## src/rtl/lcd_tgen_pkg.sv

```systemverilog
package lcd_tgen_pkg;

  // True when pos lies in [start, start+len).
  function automatic logic in_window(input int pos, input int start, input int len);
    return (pos >= start) && (pos < start + len);
  endfunction

  // Even beats of the data window carry a fresh word (low byte).
  function automatic logic word_beat(input int pos, input int start);
    return ((pos - start) % 2) == 0;
  endfunction

endpackage

```

## src/rtl/lcd_raster_ctr.sv

```systemverilog
module lcd_raster_ctr #(
  parameter int PERIOD = 1224,
  parameter int LINES  = 241,
  parameter int PW     = 11,
  parameter int LW     = 8
) (
  input  logic          clk,
  input  logic          rst_n,
  input  logic          run,
  output logic [PW-1:0] pos,
  output logic [LW-1:0] line
);
  localparam logic [PW-1:0] POS_LAST  = PW'(PERIOD - 1);
  localparam logic [LW-1:0] LINE_LAST = LW'(LINES - 1);

  always_ff @(posedge clk or negedge rst_n) begin
    if (!rst_n) begin
      pos  <= '0;
      line <= '0;
    end else if (!run) begin
      pos  <= '0;
      line <= '0;
    end else if (pos == POS_LAST) begin
      pos  <= '0;
      line <= (line == LINE_LAST) ? '0 : line + 1'b1;
    end else begin
      pos <= pos + 1'b1;
    end
  end
endmodule

```

## src/rtl/lcd_byte_unpack.sv

```systemverilog
module lcd_byte_unpack (
  input  logic        clk,
  input  logic        rst_n,
  input  logic        beat,
  input  logic        clr,
  input  logic        s_valid,
  input  logic [15:0] s_data,
  output logic        s_ready,
  output logic [7:0]  byte_out,
  output logic        miss,
  output logic        hi_phase,
  output logic        flag
);
  logic [7:0] hi_q;
  logic       hi_ok;

  assign s_ready  = beat && !hi_phase;
  assign miss     = s_ready && !s_valid;
  assign byte_out = !beat    ? 8'h00 :
                    hi_phase ? (hi_ok ? hi_q : 8'h00) :
                    (s_valid ? s_data[7:0] : 8'h00);

  always_ff @(posedge clk or negedge rst_n) begin
    if (!rst_n) begin
      hi_phase <= 1'b0;
      hi_q     <= '0;
      hi_ok    <= 1'b0;
      flag     <= 1'b0;
    end else begin
      hi_phase <= beat ? !hi_phase : 1'b0;
      if (s_ready) begin
        hi_q  <= s_data[15:8];
        hi_ok <= s_valid;
      end
      if (miss)     flag <= 1'b1;
      else if (clr) flag <= 1'b0;
    end
  end
endmodule

```

## src/rtl/lcd_serial_tgen.sv

```systemverilog
module lcd_serial_tgen #(
  parameter int CLK_PER_PIX  = 3,
  parameter int ACT_PIX      = 320,
  parameter int LINE_PIX     = 408,
  parameter int HS_CLKS      = 90,
  parameter int DATA_DELAY   = 204,
  parameter int BLANK_LINES  = 1,
  parameter int ACTIVE_LINES = 240,
  parameter int VS_LINES     = 3
) (
  input  logic        clk,
  input  logic        rst_n,
  input  logic        en,
  input  logic        clr_underflow,
  input  logic        s_valid,
  output logic        s_ready,
  input  logic [15:0] s_data,
  output logic [7:0]  lcd_data,
  output logic        lcd_hs_n,
  output logic        lcd_vs_n,
  output logic        lcd_de,
  output logic        underflow
);
  import lcd_tgen_pkg::*;

  localparam int HTOT     = LINE_PIX * CLK_PER_PIX;
  localparam int ACT_CLKS = ACT_PIX * CLK_PER_PIX;
  localparam int NLINES   = BLANK_LINES + ACTIVE_LINES;
  localparam int PW       = $clog2(HTOT);
  localparam int LW       = $clog2(NLINES + 1);

  logic          v_run, h_run;
  logic [PW-1:0] hpos, vpos;
  logic [LW-1:0] hline, vline;
  logic          hs_pulse, vs_pulse, line_act, win;
  logic          miss, hi_phase;

  // Vertical counter starts first; horizontal one clock later.
  always_ff @(posedge clk or negedge rst_n) begin
    if (!rst_n) begin
      v_run <= 1'b0;
      h_run <= 1'b0;
    end else begin
      v_run <= en;
      h_run <= v_run && en;
    end
  end

  lcd_raster_ctr #(.PERIOD(HTOT), .LINES(NLINES), .PW(PW), .LW(LW)) u_vctr (
    .clk(clk), .rst_n(rst_n), .run(v_run), .pos(vpos), .line(vline));

  lcd_raster_ctr #(.PERIOD(HTOT), .LINES(NLINES), .PW(PW), .LW(LW)) u_hctr (
    .clk(clk), .rst_n(rst_n), .run(h_run), .pos(hpos), .line(hline));

  assign hs_pulse = h_run && (int'(hpos) < HS_CLKS);
  assign vs_pulse = v_run && (int'(vline) < VS_LINES);
  assign line_act = int'(hline) >= BLANK_LINES;
  assign win      = h_run && line_act && in_window(int'(hpos), DATA_DELAY, ACT_CLKS);

  lcd_byte_unpack u_unpack (
    .clk(clk), .rst_n(rst_n), .beat(win), .clr(clr_underflow),
    .s_valid(s_valid), .s_data(s_data), .s_ready(s_ready),
    .byte_out(lcd_data), .miss(miss), .hi_phase(hi_phase), .flag(underflow));

  assign lcd_hs_n = !hs_pulse;
  assign lcd_vs_n = !vs_pulse;
  assign lcd_de   = win;
endmodule

```

## config.mk

```make
export PLATFORM = sky130hd
export DESIGN_NAME = lcd_serial_tgen
export DESIGN_NICKNAME = d
export VERILOG_FILES = /design/src/rtl/lcd_tgen_pkg.sv /design/src/rtl/lcd_raster_ctr.sv /design/src/rtl/lcd_byte_unpack.sv /design/src/rtl/lcd_serial_tgen.sv
export SDC_FILE = /design/constraint.sdc
export NUM_CORES = 1
export LEC_CHECK = 0
export BUFFER_PORTS_ARGS = -buffer_cell sky130_fd_sc_hd__buf_2
export CORE_ASPECT_RATIO = 1.1
export CORE_MARGIN = 4
export CORE_UTILIZATION = 48
export DETAILED_ROUTE_END_ITERATION = 10
export PLACE_DENSITY = 0.7
export REMOVE_ABC_BUFFERS = 1
export SYNTH_ARGS = -nofsm -noshare
export SYNTH_HDL_FRONTEND = slang
export SYNTH_SLANG_ARGS = --single-unit
```

## constraint.sdc

```tcl
create_clock -name clk -period 5.65 [get_ports clk]
set_input_delay 0.565 -clock clk [delete_from_list [all_inputs] [get_ports clk]]
set_output_delay 0.565 -clock clk [all_outputs]
set_load 0.01 [all_outputs]
```

==> results of run 1 <==
==> power by group through the flow <==
stage	Sequential, uW	Clock [uW]	Combinational [uW]
global route	372	262	40.9
detailed placement	379	0	36.5
global placement	378	0	36.3
floorplan	378	0	17.4
CTS	371	248	36.7
finish	371	238	35.4
==> flip-flops by register name, summed over array words and instances, names as in the netlist <==
| name | count |
|---|---|
| u_hctr.pos | 11 |
| u_vctr.pos | 11 |
| u_hctr.line | 8 |
| u_unpack.hi_q | 8 |
| u_vctr.line | 8 |
| h_run | 1 |
| u_unpack.flag | 1 |
| u_unpack.hi_ok | 1 |
| u_unpack.hi_phase | 1 |
| v_run | 1 |
==> Yosys cell counts, types with 2 or more instances <==
cell       number
xnor2_1         8
inv_1          12
a21o_1          2
nand2_1        16
a31oi_1         2
a211oi_1        4
a21oi_1         7
and4_1          4
nand4_1         7
xor2_1          9
clkbuf_1        7
and3_1          7
nor2b_1         2
and2_1          4
dfrtp_1        51
a41oi_1         4
nor4bb_1        4
mux2i_1         3
nor2_1         34
a22oi_1         7
o21ai_1        11
o21ai_0         3
nand3_1        11
mux2_1          9
a221oi_1        2
o2bb2ai_1       2
nor4_1          4
nor3_1          6
o22ai_1         2
o31ai_1         5
nand2b_1        3
ha_1            8
==> cell type report <==
class	instances	area, um2	area share
Clock inverter	1	30.0	0.00970
Sequential cell	51	1280	0.412
Clock buffer	6	72.6	0.0235
Tap cell	75	93.8	0.0303
Multi-Input combinational cell	204	1400	0.451
Inverter	12	45.0	0.0146
Timing Repair Buffer	35	180	0.0582
==> kinds of logic (layout without fill, tap and decap cells) <==
family,after synthesis,count (layout)
AOI/OAI and AO/OA,55,55
adders and majority gates,8,8
xor gates and xnor gates,17,17
DFF,51,51
muxes,12,12
buffers and inverters,21,54
and+or+nand+nor,112,112
==> metrics by stage <==
stage / setup WS (ns) / hold slack (ns) / cells / util / power [uW]
floorplan: 2.79 / 0.269 / 267 / - / 395
global placement: 3.35 / 0.460 / 377 / 0.547 / 415
detailed placement: 3.30 / 0.469 / 377 / 0.547 / 415
CTS: 3.06 / 0.379 / 384 / 0.566 / 656
global route: 2.89 / 0.373 / 384 / 0.566 / 675
finish: 3.10 / 0.363 / 384 / 0.566 / 645
==> layer usage <==
layer | vias up | routed length, um
li1 | 1075 | -
met1 | 1010 | 2450
met2 | 62 | 2330
met3 | 9 | 305
met4 | 0 | 81
met5 | - | 0
==> how the worst min path moves through the flow <==
stage	start	to	slack [ns]	depth (start not counted)
after floorplan	rst_n	h_run	0.27	0
after global placement	u_hctr.pos[0]	u_hctr.pos[0]	0.46	1
after detailed placement	u_hctr.pos[0]	u_hctr.pos[0]	0.47	1
after CTS	en	v_run	0.38	1
after global routing	en	v_run	0.37	1
final	rst_n	u_unpack.hi_q[6]	0.36	2
==> placed cells by master, fill, tap and decap left out, types with 8 or more instances in the layout <==
master	Yosys	final
dfrtp_1	51	51
nor2_1	34	34
buf_2	1	33
nand2_1	16	16
inv_1	12	12
o21ai_1	11	11
nand3_1	11	11
xor2_1	9	9
mux2_1	9	9
xnor2_1	8	8
ha_1	8	8
==> flow_metrics.tcl, run 1 <==
set metrics [dict create \
    route.detailed.drc 0 \
    place.gp.congestion 0.863 \
    holdBufCountCts 0 \
    ys_types 48 \
    wl_per_cell_um 13.5 \
    seq_power_share 0.576 \
    reg2reg_slack_ns 3.32 \
    max_cap_viol_count 0 \
    synth_compound_area_frac 0.138 \
    yosys.area.top_type "dfrtp_1" \
    routed_wl_um 5170 \
    post_cts.repair.setup_buffers 0 \
    switching_share 0.207 \
    startpoint_type "flip-flop" \
    grt_use_met2 0.251 \
    reg2reg_to "u_vctr.line[6]" \
    rsz0062_at_grt "false" \
    cts.sinks 51 \
    r2r_cells 4 \
    clock_latency_ns 0.30 \
    fmax_mhz 392 \
    syn_area_per_cell_um2 9.96 \
    hold_violations 0 \
    cts_resized 0 \
    cts_tree "done" \
    required_ns 5.09 \
    finClkSkew_ns 0.0131 \
    synth.area.top_cells "dfrtp_1, nor2_1, mux2_1, ha_1, xor2_1" \
    power_switching_uw 133 \
    fin_area_um2 3090 \
    port_buffers 33 \
    grtUsageTotal 0.161 \
    syn_to_final_growth_pct 12.5 \
    grt.busiest_layer "met2" \
    grt_pass1_wl_um 9140 \
    grtUsageMet3 0.0342 \
    synth_area_um2 2750 \
    endpoint "s_ready" \
    coreArea_um2 5470 \
    synth_cells 276 \
    p_clk_frac 0.369 \
    num_vias 2156 \
    grt_overflow 0 \
    synthMuxAreaShare 0.0478 \
    die_area_um2 7010 \
    crit_arrival_ns 1.99 \
    initial_utilization 0.503 \
    cp-end-kind "output port" \
    cp_num_cells 7 \
    die_height_um 87.4 \
    antenna_cells 0 \
    worstHoldPathType "input port to async pin" \
    ant_nets 0 \
    cts-htree-levels 2 \
    grt_max_degree 52 \
    cts_root_buffer "clkbuf_8" \
    cp_max_fo 11 \
    first_iter_violations 87 \
    total_leakage_power_uw 0.00137 \
    drive_above_1_share 0.155 \
    grt_pass1_vias 1983 \
    grt_use_met1 0.224 \
    p_int_uw 512 \
    num_rows 28 \
    synth_top_family_by_area "simple AND/OR/NAND/NOR gates" \
    first_pass_iters 5 \
    async_flop_share 1.00 \
    synth_top_area_frac 0.464 \
    slowest_stage "dfrtp_1" \
    yosys.area_share.simple 0.229 \
    relSlewSlack 0.301 \
    crit_start "u_hctr.line[1]" \
    max_stage_delay_ns 0.43 \
    ys_warn_count 0 \
    worstSetupPathType "flip-flop to output port" \
    synth_fa_ha_area_frac 0.0364 \
    min_period_ns 2.55 \
    power.density_nw_per_um2 208 \
    nets 338 \
    hpwl_um 3730 \
    cp_top_family "buffers and inverters" \
    clock_path_buffers 2 \
    ys_ff_latch 51 \
    yosysSeqAreaShare 0.464 \
    cts_made_buffers 5 \
    worstMarginPinSlew_ns 1.04 \
    io_pins 34 \
    setup_viol 0 \
    worst-path-buf-inv 3 \
    synth_edf_count 0 \
    setup-tns-final_ns 0 \
    report.final.slew_viol_count 0 \
    pwr-share-comb 0.055 \
    vias_per_cell 5.61 \
    ir_drop_mv 0.107 \
    status "finished clean" \
    min_period_over_period 0.452 \
    clkTransAtPathRegs_ns 0.09 \
    place_area_um2 2990 \
    fillers 490 \
    synth-main-ff-cell "dfrtp_1" \
    synthXorXnorAreaFrac 0.0541 \
    reg2reg_from "u_vctr.pos[5]" \
    antenna_found_initial 0 \
    crit_path_cell_trace "inv_1 > ha_1 > nor4_1 > a41oi_1 > nor4bb_2 > buf_4 > buf_2" \
    fp.dieW_um 80.2 \
]
(Power assumes the default switching activity.)
==> run 2: changes to the inputs <==
--- a/config.mk
+++ b/config.mk
@@ -5,6 +5,7 @@
 export SDC_FILE = /design/constraint.sdc
 export NUM_CORES = 1
 export LEC_CHECK = 0
+export ABC_AREA = 1
 export BUFFER_PORTS_ARGS = -buffer_cell sky130_fd_sc_hd__buf_2
 export CORE_ASPECT_RATIO = 1.1
 export CORE_MARGIN = 4
==> constraint.sdc (replaced) <==
create_clock -name clk -period 2.55 [get_ports clk]
set_input_delay 0.255 -clock clk [delete_from_list [all_inputs] [get_ports clk]]
set_output_delay 0.255 -clock clk [all_outputs]
set_load 0.01 [all_outputs]
==> run 2 against run 1 <==
Effect of this change: sequential share of layout area shrank 2.3 points; die area grew 7.7%; synthesized area grew 8.5%; utilization shrank 1.3 points; final area grew 5.8%; setup slack lost 2.8 ns; critical path depth grew 3; wire length grew 21%.
==> flow_metrics.tcl, run 2 <==
set metrics [dict create \
    cts_made_buffers 5 \
    power.density_nw_per_um2 426 \
    place.gp.congestion 0.834 \
    setup-tns-final_ns 0 \
    clkTransAtPathRegs_ns 0.09 \
    coreArea_um2 5910 \
    switching_share 0.237 \
    grt_pass1_vias 2552 \
    holdBufCountCts 1 \
    yosysSeqAreaShare 0.428 \
    grtUsageTotal 0.176 \
    die_area_um2 7540 \
    startpoint_type "flip-flop" \
    num_rows 29 \
    clock_path_buffers 2 \
    synth_edf_count 0 \
    total_leakage_power_uw 0.00163 \
    antenna_found_initial 0 \
    fmax_mhz 452 \
    rsz0062_at_grt "false" \
    post_cts.repair.setup_buffers 0 \
    ir_drop_mv 0.267 \
    report.final.slew_viol_count 0 \
    cts_tree "done" \
    die_height_um 90.7 \
    grt_max_degree 21 \
    num_vias 2636 \
    finClkSkew_ns 0.0113 \
    routed_wl_um 6280 \
    ys_ff_latch 51 \
    cp-end-kind "output port" \
    synth-main-ff-cell "dfrtp_1" \
    cts_resized 0 \
    cts-htree-levels 2 \
    relSlewSlack 0.682 \
    synth.area.top_cells "dfrtp_1, nand2_1, inv_1, nor2_1, nand4_1" \
    port_buffers 33 \
    wl_per_cell_um 12.4 \
    fp.dieW_um 83.2 \
    initial_utilization 0.505 \
    max_cap_viol_count 0 \
    synth.most_common_cell "nand2_1" \
    crit_arrival_ns 1.96 \
    cp_max_fo 12 \
    status "finished clean" \
    min_period_over_period 0.868 \
    first_iter_violations 196 \
    ys_warn_count 0 \
    dp.cells 497 \
    first_pass_iters 4 \
    fillers 555 \
    vias_per_cell 5.22 \
    io_pins 34 \
    syn_to_final_growth_pct 9.69 \
    nets 457 \
    hold_violations 0 \
    clock_latency_ns 0.31 \
    ant_nets 0 \
    setup_viol 0 \
    syn_area_per_cell_um2 7.54 \
    worstSetupPathType "flip-flop to output port" \
    min_period_ns 2.21 \
    grt_overflow 0 \
    p_clk_frac 0.341 \
    worstMarginPinSlew_ns 0.474 \
    layout_commonest_cell "nand2_1" \
    required_ns 2.30 \
    route.detailed.drc 0 \
    cts.sinks 51 \
    synth_top_area_frac 0.428 \
    yosys-top-cells-count "nand2_1, inv_1, dfrtp_1" \
    ys_types 31 \
    hpwl_um 4650 \
    ff_latch_area_um2 1280 \
    cts_root_buffer "clkbuf_8" \
    p_int_uw 1060 \
    synth_area_um2 2980 \
    pwr-share-comb 0.064 \
    yosys.area.top_type "dfrtp_1" \
    antenna_cells 0 \
    multi_input_area_um2 1410 \
    power_switching_uw 331 \
    final_cells 505 \
    async_flop_share 1.00 \
    worstHoldPathType "input port to flip-flop" \
    synth_cells 396 \
    seq_power_share 0.595 \
    reg_top3 "u_hctr.pos (11), u_vctr.pos (11)" \
    layout_common_cells "nand2_1, inv_1, dfrtp_1, nor2_1, buf_2" \
    drive_above_1_share 0.152 \
    grt_pass1_wl_um 11300 \
    fin_hold_ws_ns 0.0773 \
]
==> run 2: changes by cell type in the layout (fill, tap and decap cells not counted), sizes merged, moves of 7 or more <==
| cell | change |
|---|---|
| a21oi | +15 |
| a22oi | -7 |
| and3 | -7 |
| inv | +46 |
| mux2 | -9 |
| nand2 | +77 |
| nand3 | +16 |
| nand4 | +19 |
| nor2 | +14 |
| nor3 | +19 |
| xnor2 | -8 |
| xor2 | -7 |
==> run 2: worst paths after layout <==
path | start | to | slack [ns] | depth (start not counted)
min in group asynchronous | rst_n | u_hctr.line[3] | 0.35 | 2
max | u_hctr.line[0] | lcd_data[0] | 0.34 | 10
min reg2reg | u_vctr.pos[0] | u_vctr.pos[0] | 0.46 | 1
min | en | v_run | 0.08 | 1
max reg2reg | u_hctr.line[0] | u_hctr.line[0] | 0.84 | 9
max in group asynchronous | rst_n | u_vctr.line[0] | 1.64 | 3
==> run 2: worst max-delay path: stages, from the launching register on <==
cell and delay (ns):
dfrtp_1 0.42, inv_1 0.11, ha_1 0.20, nand2_1 0.06, nor2_1 0.05, nand2_2 0.07, nand2_4 0.06, nor2_8 0.23
nand2_4 0.13, nor3_1 0.16, buf_2 0.16
==> run 2: layout make-up <==
type / instances / area share
clock buffer: 6 / 0.0252
clock inverter: 1 / 0.00153
inverter: 58 / 0.0665
multi-input combinational: 276 / 0.429
sequential: 51 / 0.390
tap: 77 / 0.0294
timing repair buffer: 36 / 0.0581
==> run 2: metal layers <==
| layer | up-vias | track usage | share of wire |
|---|---|---|---|
| met5 | - | 0 | 0 |
| met4 | 0 | 0.0572 | 0.012 |
| met3 | 7 | 0.0310 | 0.036 |
| met2 | 49 | 0.309 | 0.50 |
| met1 | 1229 | 0.217 | 0.45 |
| li1 | 1351 | - | - |
==> run 2: power by group through the flow <==
| stage | clock network (uW) | registers (uW) | logic [uW] |
|---|---|---|---|
| floorplan | 0 | 843 | 41.6 |
| global placement | 0 | 846 | 88.7 |
| detailed placement | 0 | 846 | 90.3 |
| CTS | 490 | 830 | 91.7 |
| global route | 525 | 832 | 104 |
| finish | 475 | 830 | 89.0 |
==> run 2: cells by family (layout without fill, tap and decap cells) <==
| kind of cell | after synthesis | count (layout) | share of synthesized area |
|---|---|---|---|
| compound gates | 43 | 43 | 0.0776 |
| xor+xnor | 2 | 2 | 0.00587 |
| fa+ha+maj | 8 | 8 | 0.0335 |
| buf+inv | 69 | 101 | 0.101 |
| flops | 51 | 51 | 0.428 |
| simple gates | 223 | 223 | 0.354 |
==> run 2: metrics by stage <==
step                      utilization  worst slack [ns]  total power, uW  area (um2)
after global routing            0.553             0.190             1460        3270
after detailed placement        0.537             0.675              936        3180
final                           0.553             0.337             1390        3270
after floorplan                     -             0.852              884        2900
after CTS                       0.553             0.318             1410        3270
after global placement          0.537             0.770              934        3180
==> run 3: changes to the inputs <==
--- a/config.mk
+++ b/config.mk
@@ -11,6 +11,7 @@
 export CORE_MARGIN = 4
 export CORE_UTILIZATION = 48
 export DETAILED_ROUTE_END_ITERATION = 10
+export GPL_TIMING_DRIVEN = 0
 export PLACE_DENSITY = 0.7
 export REMOVE_ABC_BUFFERS = 1
 export SYNTH_ARGS = -nofsm -noshare
==> constraint.sdc (replaced) <==
create_clock -name clk -period 2.55 [get_ports clk]
set_input_delay 0.1275 -clock clk [delete_from_list [all_inputs] [get_ports clk]]
set_output_delay 0.1275 -clock clk [all_outputs]
set_load 0.01 [all_outputs]
==> run 3 against run 2 <==
Effect of this change: die area is the same; power down 1.1%; wire length fell by 1.2%; worst hold slack lost 0.052 ns; non-clock buffer count fell by 2; final area fell by 0.65%; register-to-register slack gained 0.04 ns; sequential cell count is the same; cell count down 0.20%; critical endpoint is now lcd_data[4].
==> flow_metrics.tcl, run 3 (synthesis gave the netlist of run 2 again) <==
set metrics [dict create \
    max_cap_viol_count 0 \
    total_leakage_power_uw 0.00162 \
    crit_arrival_ns 1.98 \
    cts_root_buffer "clkbuf_8" \
    io_pins 34 \
    p_total_uw 1380 \
    worstSetupPathType "flip-flop to output port" \
    nets 455 \
    setup_viol 0 \
    clkTransAtPathRegs_ns 0.09 \
    min_period_over_period 0.827 \
    worstHoldPathType "input port to async pin" \
    first_iter_violations 105 \
    report.final.slew_viol_count 0 \
    place_area_um2 3160 \
    ant_nets 0 \
    cts_made_buffers 5 \
    rsz0062_at_grt "false" \
    drive_above_1_share 0.145 \
    min_period_ns 2.11 \
    coreArea_um2 5910 \
    fillers 577 \
    fin_area_um2 3250 \
    fin_hold_ws_ns 0.0248 \
    ir_drop_mv 0.280 \
    wl_per_cell_um 12.3 \
    startpoint_type "flip-flop" \
    first_pass_iters 4 \
    grt_overflow 0 \
    route.detailed.drc 0 \
    hold_violations 0 \
    relSlewSlack 0.254 \
    fp.dieW_um 83.2 \
    reg2reg_from "u_hctr.line[0]" \
    status "finished clean" \
    num_vias 2597 \
    vias_per_cell 5.15 \
    cp-end-kind "output port" \
    layout_commonest_cell "nand2_1" \
    grt_pass1_vias 2555 \
    grt_pass1_wl_um 11100 \
    hpwl_um 4480 \
    reg_top3 "u_hctr.pos (11), u_vctr.pos (11)" \
    num_rows 29 \
    cts-htree-levels 2 \
    fmax_mhz 474 \
    layout_common_cells "nand2_1, inv_1, dfrtp_1, nor2_1, buf_2" \
    grt_max_degree 52 \
    r2r_cells 9 \
    crit_start "u_hctr.line[0]" \
    worstMarginPinSlew_ns 1.12 \
    initial_utilization 0.505 \
    routed_wl_um 6200 \
    die_height_um 90.7 \
    die_area_um2 7540 \
    place.gp.congestion 0.837 \
    clock_path_buffers 2 \
    antenna_found_initial 0 \
    cts_tree "done" \
    grtUsageTotal 0.171 \
    power.density_nw_per_um2 424 \
    finClkSkew_ns 0.00805 \
    cts_resized 0 \
    antenna_cells 0 \
    clock_latency_ns 0.31 \
    port_buffers 33 \
    cp_max_fo 12 \
    required_ns 2.42 \
    syn_to_final_growth_pct 8.97 \
    cts.sinks 51 \
    setup-tns-final_ns 0 \
    fin_util 0.550 \
]
[run 3: repair_timing]
| action | CTS | global route |
|---|---|---|
| setup buffers | 0 | 0 |
| hold buffers | 1 | 0 |
| endpoints found under the hold margin | 1 | 0 |
[run 3: worst max-delay path, cell delays in order, from the launching register on]
cell and delay [ns]:
dfrtp_1 0.40, inv_1 0.10, ha_1 0.20, nand2_1 0.08, nor2_1 0.05, nand2_2 0.08
nand2_4 0.06, nor2_8 0.23, nand2_4 0.13, nor3_1 0.17, buf_2 0.17
[run 3: power by group]
part	internal [uW]	leakage (uW)	switching (uW)
logic	29.6	0.000920	57.4
clock network	194	0.0000422	269
registers	818	0.000657	11.6
total	1040	0.00162	338
[run 3: final cells by class]
type	instances	area [um2]	share of cell area
Multi-Input combinational cell	276	1410	0.432
Sequential cell	51	1280	0.392
Clock buffer	7	76.3	0.0235
Timing Repair Buffer	34	175	0.0539
Tap cell	77	96.3	0.0296
Inverter	58	218	0.0669
Clock inverter	1	5.00	0.00154
[run 3: path summary, 6_finish.rpt]
kind	to	slack [ns]
worst max register to register	u_hctr.line[0]	0.88
max in group asynchronous	u_vctr.line[5]	1.83
worst min register to register	u_vctr.pos[0]	0.47
worst min-delay path	u_hctr.pos[0]	0.02
min in group clk	u_unpack.flag	0.05
worst max-delay path	lcd_data[4]	0.44
[run 3: per-layer routing]
layer	vias to the layer above	wire length, um	track usage
met3	4	172	0.0347
li1	1344	-	-
met4	0	34	0.0341
met1	1214	2890	0.221
met2	35	3100	0.297
met5	-	0	0
[run 3: metrics by stage]
stage                     cells  setup WS (ns)
after floorplan             385          0.979
after global placement      495          0.792
after detailed placement    495          0.771
after CTS                   504          0.430
after global routing        504          0.268
final                       504          0.442
